$ cat src/rtl/ilv_refill_pkg.sv
package ilv_refill_pkg;

  typedef enum logic [1:0] {
    PH_IDLE   = 2'd0,
    PH_ADDR   = 2'd1,
    PH_ACCESS = 2'd2,
    PH_XFER   = 2'd3
  } refill_phase_e;

  function automatic int max3(input int a, input int b, input int c);
    int m;
    m = a;
    if (b > m) m = b;
    if (c > m) m = c;
    return m;
  endfunction

endpackage

$ cat src/rtl/ilv_phase_timer.sv
module ilv_phase_timer #(
  parameter int CNT_W = 6
) (
  input  logic             clk,
  input  logic             rst_n,
  input  logic             load,
  input  logic [CNT_W-1:0] load_val,
  output logic             expired
);

  logic [CNT_W-1:0] cnt_q;

  always_ff @(posedge clk) begin
    if (!rst_n)               cnt_q <= '0;
    else if (load)            cnt_q <= load_val;
    else if (cnt_q != '0)     cnt_q <= cnt_q - 1'b1;
  end

  assign expired = (cnt_q == '0);

endmodule

$ cat src/rtl/ilv_bank_capture.sv
module ilv_bank_capture #(
  parameter int DATA_W    = 64,
  parameter int NBANK     = 4,
  parameter int BANK_BITS = 2
) (
  input  logic                    clk,
  input  logic                    capture,
  input  logic [NBANK*DATA_W-1:0] bank_rdata,
  input  logic [BANK_BITS-1:0]    sel,
  output logic [DATA_W-1:0]       word
);

  logic [DATA_W-1:0] word_q [NBANK];

  for (genvar b = 0; b < NBANK; b++) begin : g_lane
    always_ff @(posedge clk) begin
      if (capture) word_q[b] <= bank_rdata[b*DATA_W +: DATA_W];
    end
  end

  assign word = word_q[sel];

endmodule

$ cat src/rtl/ilv_refill_ctrl.sv
module ilv_refill_ctrl
  import ilv_refill_pkg::*;
#(
  parameter int DATA_W   = 64,
  parameter int ADDR_W   = 32,
  parameter int NBANK    = 4,
  parameter int ADDR_CYC = 4,
  parameter int ACC_CYC  = 56,
  parameter int XFER_CYC = 4
) (
  input  logic                          clk,
  input  logic                          rst_n,
  input  logic                          req_valid,
  output logic                          req_ready,
  input  logic [ADDR_W-1:0]             req_addr,
  output logic                          rsp_valid,
  input  logic                          rsp_ready,
  output logic [DATA_W-1:0]             rsp_data,
  output logic                          rsp_last,
  output logic [NBANK-1:0]              bank_start,
  output logic [ADDR_W-$clog2(NBANK)-1:0] bank_row,
  input  logic [NBANK*DATA_W-1:0]       bank_rdata
);

  localparam int BANK_BITS = $clog2(NBANK);
  localparam int ROW_W     = ADDR_W - BANK_BITS;
  localparam int MAX_CYC   = max3(ADDR_CYC, ACC_CYC, XFER_CYC);
  localparam int CNT_W     = $clog2(MAX_CYC + 1);

  refill_phase_e         phase_q;
  logic [BANK_BITS-1:0]  word_idx_q;
  logic [ROW_W-1:0]      row_q;
  logic                  start_q;
  logic                  expired;
  logic                  timer_load;
  logic [CNT_W-1:0]      timer_val;
  logic                  accept, capture, rsp_fire, last_word, addr_done;
  logic                  unused_low_bits;

  assign unused_low_bits = ^req_addr[BANK_BITS-1:0];

  assign req_ready = (phase_q == PH_IDLE);
  assign accept    = req_valid && req_ready;
  assign addr_done = (phase_q == PH_ADDR) && expired;
  assign capture   = (phase_q == PH_ACCESS) && expired;
  assign rsp_valid = (phase_q == PH_XFER) && expired;
  assign rsp_fire  = rsp_valid && rsp_ready;
  assign last_word = (word_idx_q == BANK_BITS'(NBANK - 1));
  assign rsp_last  = rsp_valid && last_word;

  // Reload the phase timer at each phase boundary and at each word slot.
  always_comb begin
    timer_load = 1'b0;
    timer_val  = '0;
    if (accept) begin
      timer_load = 1'b1;
      timer_val  = CNT_W'(ADDR_CYC - 1);
    end else if (addr_done) begin
      timer_load = 1'b1;
      timer_val  = CNT_W'(ACC_CYC - 1);
    end else if (capture || (rsp_fire && !last_word)) begin
      timer_load = 1'b1;
      timer_val  = CNT_W'(XFER_CYC - 1);
    end
  end

  ilv_phase_timer #(.CNT_W(CNT_W)) u_timer (
    .clk      (clk),
    .rst_n    (rst_n),
    .load     (timer_load),
    .load_val (timer_val),
    .expired  (expired)
  );

  always_ff @(posedge clk) begin
    if (!rst_n) begin
      phase_q    <= PH_IDLE;
      word_idx_q <= '0;
      row_q      <= '0;
      start_q    <= 1'b0;
    end else begin
      start_q <= addr_done;
      case (phase_q)
        PH_IDLE: if (accept) begin
          phase_q <= PH_ADDR;
          row_q   <= req_addr[ADDR_W-1:BANK_BITS];
        end
        PH_ADDR:   if (addr_done) phase_q <= PH_ACCESS;
        PH_ACCESS: if (capture) begin
          phase_q    <= PH_XFER;
          word_idx_q <= '0;
        end
        PH_XFER: if (rsp_fire) begin
          if (last_word) phase_q <= PH_IDLE;
          else           word_idx_q <= word_idx_q + 1'b1;
        end
        default: phase_q <= PH_IDLE;
      endcase
    end
  end

  assign bank_start = {NBANK{start_q}};
  assign bank_row   = row_q;

  ilv_bank_capture #(
    .DATA_W    (DATA_W),
    .NBANK     (NBANK),
    .BANK_BITS (BANK_BITS)
  ) u_capture (
    .clk        (clk),
    .capture    (capture),
    .bank_rdata (bank_rdata),
    .sel        (word_idx_q),
    .word       (rsp_data)
  );

  // a refill in flight refuses new requests.
  p_busy_after_accept_r2: assert property (@(posedge clk) disable iff (!rst_n)
    accept |=> !req_ready);
  p_no_ready_while_valid_r2: assert property (@(posedge clk) disable iff (!rst_n)
    rsp_valid |-> !req_ready);
  // all banks start together, for a single cycle.
  p_start_together_r3: assert property (@(posedge clk) disable iff (!rst_n)
    (|bank_start) |-> (&bank_start));
  p_start_single_r3: assert property (@(posedge clk) disable iff (!rst_n)
    (|bank_start) |=> !(|bank_start));
  // the last flag only rides on a valid word.
  p_last_needs_valid_r5: assert property (@(posedge clk) disable iff (!rst_n)
    rsp_last |-> rsp_valid);
  // a stalled word is held unchanged.
  p_hold_on_stall_r7: assert property (@(posedge clk) disable iff (!rst_n)
    (rsp_valid && !rsp_ready) |=> (rsp_valid && $stable(rsp_data) && $stable(rsp_last)));

endmodule

$ cat config.mk
export PLATFORM = sky130hd
export DESIGN_NAME = ilv_refill_ctrl
export DESIGN_NICKNAME = d
export VERILOG_FILES = /design/src/rtl/ilv_refill_pkg.sv /design/src/rtl/ilv_phase_timer.sv /design/src/rtl/ilv_bank_capture.sv /design/src/rtl/ilv_refill_ctrl.sv
export SDC_FILE = /design/constraint.sdc
export NUM_CORES = 1
export LEC_CHECK = 0
export BUFFER_PORTS_ARGS = -buffer_cell sky130_fd_sc_hd__buf_4
export CORE_MARGIN = 1
export CORE_UTILIZATION = 48
export DETAILED_ROUTE_END_ITERATION = 8
export PLACE_DENSITY = 0.81
export SLEW_MARGIN = 20
export SYNTH_ARGS = -nofsm -noshare
export SYNTH_HDL_FRONTEND = slang
export SYNTH_HIERARCHICAL = 1
export SYNTH_SLANG_ARGS = --single-unit
$ cat constraint.sdc
create_clock -name clk -period 16 [get_ports clk]
set_input_delay 0.8 -clock clk [delete_from_list [all_inputs] [get_ports clk]]
set_output_delay 0.8 -clock clk [all_outputs]
set_load 0.05 [all_outputs]
==> flow_summary.json, run 1 <==
{
  "status": "finished clean",
  "post_cts_buffers": 0,
  "core_area_um2": 22700,
  "antenna_cells": 0,
  "cts_root_buf": "clkbuf_16",
  "ys_seq_area_share_pct": 76.3,
  "synth_fp_nets": 852,
  "max_cap_viol_count": 0,
  "drt_wl_total_um": 27000,
  "die_x_um": 154,
  "synthesis.area_um2": 11100,
  "holdCritPathClass": "primary input to flip-flop",
  "cts_tree": "yes",
  "final_max_slew_viol_count": 0,
  "final_common_cell": "buf_4",
  "yosys_register_bits": 297,
  "ys.flop_type": "edfxtp_1",
  "grtUsageTotal_pct": 22.2,
  "via_per_inst": 5.28,
  "max_freq_mhz": 270,
  "chipHeight_um": 154,
  "drive_gt1_share_pct": 51.9,
  "setup_viol": 0,
  "crit_type": "flip-flop to output port",
  "final-hold-violation-count": 0,
  "worst_setup_path_start_kind": "flip-flop",
  "clkTransAtPathRegs_ps": 60,
  "avgRoutedWirePerCell_um": 21.5,
  "syn_area_per_cell_um2": 20.2,
  "power_mw": 2.10,
  "cp_max_fo": 34,
  "p_leak_nw": 5.75,
  "num_rows": 55,
  "rsz0062_at_grt": "no",
  "cp_data_required_time_ps": 15200,
  "postCtsHoldBufs": 0,
  "antenna_found_initial": 0,
  "synth-async-reset-ratio_pct": 0,
  "numCtsBuffers": 30,
  "critPathArrivalTime_ps": 2900,
  "grt-ovfl-total": 0,
  "syn_to_final_growth_pct": 36.6,
  "vias": 6638,
  "synth_edf_count": 256,
  "min_period_over_period_pct": 23.1,
  "drtAntennaViolNets": 0,
  "period_minus_slack_ps": 3700,
  "power_density_nw_per_um2": 138,
  "yosys_warnings": 6,
  "drcViolationCount": 0,
  "fin_util_pct": 67.1,
  "grt_max_degree": 94,
  "clkSinkCount": 297,
  "io_pins": 393,
  "first_iter_violations": 360,
  "die_area_um2": 23800,
  "grt_pass1_vias": 6962,
  "clockBufferDepth": 3,
  "slew_headroom_pct": 28.6,
  "htreeDepth": 1,
  "tns_ps": 0,
  "final_cell_mix": "buf_4, edfxtp_1, nand2_1",
  "gp_congestion": 0.789,
  "ys_types": 42,
  "worstSetupEndpointType": "output port",
  "fin_nets": 1248,
  "post-dp-hpwl_um": 18300,
  "worst_pin_slew_ps": 1070,
  "ctsResizeCount": 0,
  "grt_pass1_wl_um": 39500,
  "drt_first_pass_iters": 4,
  "start_util_pct": 49.1,
  "ir_drop_mv": 0.117,
  "clock_skew_ps": 13.2,
  "synth_cells": 553,
  "port_buffers": 390,
  "clk_latency_ps": 550
}
-- flip-flops by register name (all words and copies together), names as in the netlist --
| name | flops |
|---|---|
| start_q | 1 |
| u_timer/cnt_q | 6 |
| phase_q | 2 |
| word_idx_q | 2 |
| u_capture/word_q | 256 |
| bank_row | 30 |
-- path summary, 6_finish.rpt --
kind | start | endpoint | slack (ps) | cells past startpoint
worst max-delay path | word_idx_q[0] | rsp_data[2] | 12300 | 3
worst max register to register | u_timer/cnt_q[2] | u_capture/word_q[0][10] | 12320 | 5
worst min register to register | bank_row[14] | bank_row[14] | 460 | 2
worst min-delay path | bank_rdata[191] | u_capture/word_q[2][63] | 420 | 1
-- cells in the mapped netlist (all sizes together) (6+ instances only) --
cell type  instances  share of area, %
a21boi            31               2.1
buf               19               1.9
clkbuf            11              0.38
dfxtp             41               7.4
edfxtp           256                69
ha                 7              0.79
inv                7              0.24
mux4              64                13
nand2             67               2.3
nand3              7              0.31
o21ai              6              0.27
-- cell type report --
| class | count | area [µm²] |
|---|---|---|
| Sequential cell | 297 | 8520 |
| Fill cell | 1518 | 7480 |
| Timing Repair Buffer | 394 | 2960 |
| Multi-Input combinational cell | 219 | 2370 |
| Clock buffer | 34 | 766 |
| Tap cell | 285 | 357 |
| Clock inverter | 21 | 238 |
| Inverter | 7 | 26.3 |
-- critical path: stages (launching register included) --
cell,delay (ps)
dfxtp_4,780
buf_4,700
mux4_1,650
buf_4,210
-- per-stage QoR --
step	setup slack (ps)	area (µm²)	std cells	hold slack, ps
final	12300	15200	1257	422
after global placement	12380	14200	1202	442
after global routing	12030	15200	1257	401
after CTS	12150	15200	1257	398
after floorplan	8480	11100	553	446
after detailed placement	12320	14200	1202	447
-- cell families (layout without fill, tap and decap cells) --
logic type	Yosys count	count (layout)	share of synthesized area, %
simple gates	93	93	3.67
xor+xnor	3	3	0.236
other cells	1	1	0.0336
compound gates	48	48	3.14
flops	297	297	76.3
fa+ha+maj	7	7	0.786
buf+inv	37	456	2.48
mux	67	67	13.3
-- report_power, final --
part | internal [mW] | leakage, nW | switching [mW]
Sequential | 0.946 | 2.65 | 0.0311
Combinational | 0.149 | 2.61 | 0.267
Clock | 0.423 | 0.487 | 0.286
Total | 1.52 | 5.75 | 0.585
-- routing by layer --
| layer | track usage (%) | vias up | part of all wire, % |
|---|---|---|---|
| met5 | 0 | - | 0 |
| met4 | 7.73 | 0 | 3.6 |
| met3 | 7.90 | 63 | 10 |
| met2 | 40.3 | 303 | 53 |
| met1 | 23.8 | 3282 | 34 |
| li1 | - | 2990 | - |
No activity file was read; power rests on OpenSTA's default activity.
==> run 2: changes to the inputs <==
--- a/config.mk
+++ b/config.mk
@@ -7,9 +7,9 @@
 export LEC_CHECK = 0
 export BUFFER_PORTS_ARGS = -buffer_cell sky130_fd_sc_hd__buf_4
 export CORE_MARGIN = 1
-export CORE_UTILIZATION = 48
+export CORE_UTILIZATION = 45
 export DETAILED_ROUTE_END_ITERATION = 8
-export PLACE_DENSITY = 0.81
+export PLACE_DENSITY = 0.8
 export SLEW_MARGIN = 20
 export SYNTH_ARGS = -nofsm -noshare
 export SYNTH_HDL_FRONTEND = slang
==> constraint.sdc (replaced) <==
create_clock -name clk -period 3.1 [get_ports clk]
set_input_delay 0.155 -clock clk [delete_from_list [all_inputs] [get_ports clk]]
set_output_delay 0.155 -clock clk [all_outputs]
set_load 0.05 [all_outputs]
==> flow_summary.json, run 2 <==
{
  "status": "aborted with a tool error",
  "haltStage": "4_1_cts",
  "tool.error": "[ERROR RSZ-0060] Max buffer count reached.",
  "chipHeight_um": 159,
  "num_rows": 57,
  "dp.cells": 1251,
  "synth_top_area_share_pct": 69.0,
  "postCtsHoldBufs": 262,
  "yosys_register_bits": 297,
  "ys.flop_type": "edfxtp_1",
  "htreeDepth": 1,
  "synth_fp_nets": 852,
  "io_pins": 393,
  "yosysTopAreaCell": "edfxtp_1",
  "yosys_warnings": 6,
  "clkSinkCount": 297,
  "synth_most_common_cell": "edfxtp_1",
  "die_x_um": 159,
  "post_cts_buffers": 0,
  "syn_area_per_cell_um2": 20.2,
  "synth-async-reset-ratio_pct": 0,
  "ys_seq_area_share_pct": 76.3,
  "gp_congestion": 0.847,
  "synthesis.area_um2": 11100,
  "start_util_pct": 45.8,
  "post-dp-hpwl_um": 17900,
  "port_buffers": 390,
  "clockBufferDepth": 3,
  "ctsResizeCount": 0,
  "synth_edf_count": 256,
  "ys_types": 42,
  "numCtsBuffers": 30,
  "cts_root_buf": "clkbuf_16",
  "synth_cells": 553,
  "ys_top_cells_by_area": "edfxtp_1, mux4_2, dfxtp_1",
  "synthTopCellsByCount": "edfxtp_1, nand2_1, mux4_2"
}
## run 2: cell counts after synthesis
No cell type changed its count.
## run 2: per-stage QoR
stage | setup WS (ps) | cell area (µm²) | setup TNS (ps)
2_1_floorplan | -92.7 | 11200 | -23720
3_5_place_dp | 918 | 14400 | 0
3_3_place_gp | 948 | 14400 | 0
## run 2: cell families after synthesis
family	Yosys count	share of synthesized area, %
AO/OA/AOI/OAI	48	3.14
XOR/XNOR	3	0.236
adder cells (fa/ha/maj)	7	0.786
buffers and inverters	37	2.48
flip-flops	297	76.3
multiplexers	67	13.3
other	1	0.0336
AND/OR/NAND/NOR	93	3.67
==> run 3: changes to the inputs <==
--- a/config.mk
+++ b/config.mk
@@ -7,9 +7,9 @@
 export LEC_CHECK = 0
 export BUFFER_PORTS_ARGS = -buffer_cell sky130_fd_sc_hd__buf_4
 export CORE_MARGIN = 1
-export CORE_UTILIZATION = 45
+export CORE_UTILIZATION = 33
 export DETAILED_ROUTE_END_ITERATION = 8
-export PLACE_DENSITY = 0.8
+export PLACE_DENSITY_LB_ADDON = 0.15
 export SLEW_MARGIN = 20
 export SYNTH_ARGS = -nofsm -noshare
 export SYNTH_HDL_FRONTEND = slang
==> constraint.sdc (replaced) <==
create_clock -name clk -period 4.05 [get_ports clk]
set_input_delay 0.2025 -clock clk [delete_from_list [all_inputs] [get_ports clk]]
set_output_delay 0.2025 -clock clk [all_outputs]
set_load 0.05 [all_outputs]
==> flow_summary.json, run 3 <==
{
  "status": "aborted with a tool error",
  "haltStage": "4_1_cts",
  "tool.error": "[ERROR RSZ-0060] Max buffer count reached.",
  "clockBufferDepth": 3,
  "yosysTopAreaCell": "edfxtp_1",
  "synth-async-reset-ratio_pct": 0,
  "die_x_um": 186,
  "synth_fp_nets": 852,
  "synth_top_area_share_pct": 69.0,
  "synthTopCellsByCount": "edfxtp_1, nand2_1, mux4_2",
  "start_util_pct": 33.9,
  "post-dp-hpwl_um": 18300,
  "post_cts_buffers": 0,
  "postCtsHoldBufs": 285,
  "yosys_register_bits": 297,
  "ys_top_cells_by_area": "edfxtp_1, mux4_2, dfxtp_1",
  "io_pins": 393,
  "ys.flop_type": "edfxtp_1",
  "synth_compound_area_share_pct": 3.14,
  "synthesis.area_um2": 11100,
  "chipHeight_um": 186,
  "synth-xor-area-share_pct": 0.236,
  "ys_seq_area_share_pct": 76.3,
  "synth_top_family_by_area": "multiplexers",
  "place_area_um2": 14500,
  "muxShareOfSynthArea_pct": 13.3,
  "num_rows": 66,
  "clkSinkCount": 297,
  "gp_congestion": 0.723,
  "synth_most_common_cell": "edfxtp_1",
  "synth_edf_count": 256,
  "yosys.area_share.simple_pct": 3.67,
  "ctsResizeCount": 0,
  "yosys_warnings": 6,
  "cts_root_buf": "clkbuf_16",
  "htreeDepth": 2,
  "ys_types": 42,
  "synthAdderAreaFrac_pct": 0.786,
  "synth_cells": 553,
  "port_buffers": 390,
  "numCtsBuffers": 34,
  "syn_area_per_cell_um2": 20.2
}
==> run 3: cell counts after synthesis <==
No cell type changed its count.
==> run 3: cells by family after synthesis <==
family,after synthesis
adder cells (fa/ha/maj),7
buffers and inverters,37
AND/OR/NAND/NOR,93
other,1
XOR/XNOR,3
AO/OA/AOI/OAI,48
multiplexers,67
flip-flops,297
==> run 3: stage by stage <==
stage | utilization, % | instances | worst slack, ps
floorplan | - | 553 | 716
global placement | 44.1 | 1366 | 1340
detailed placement | 44.1 | 1366 | 1320
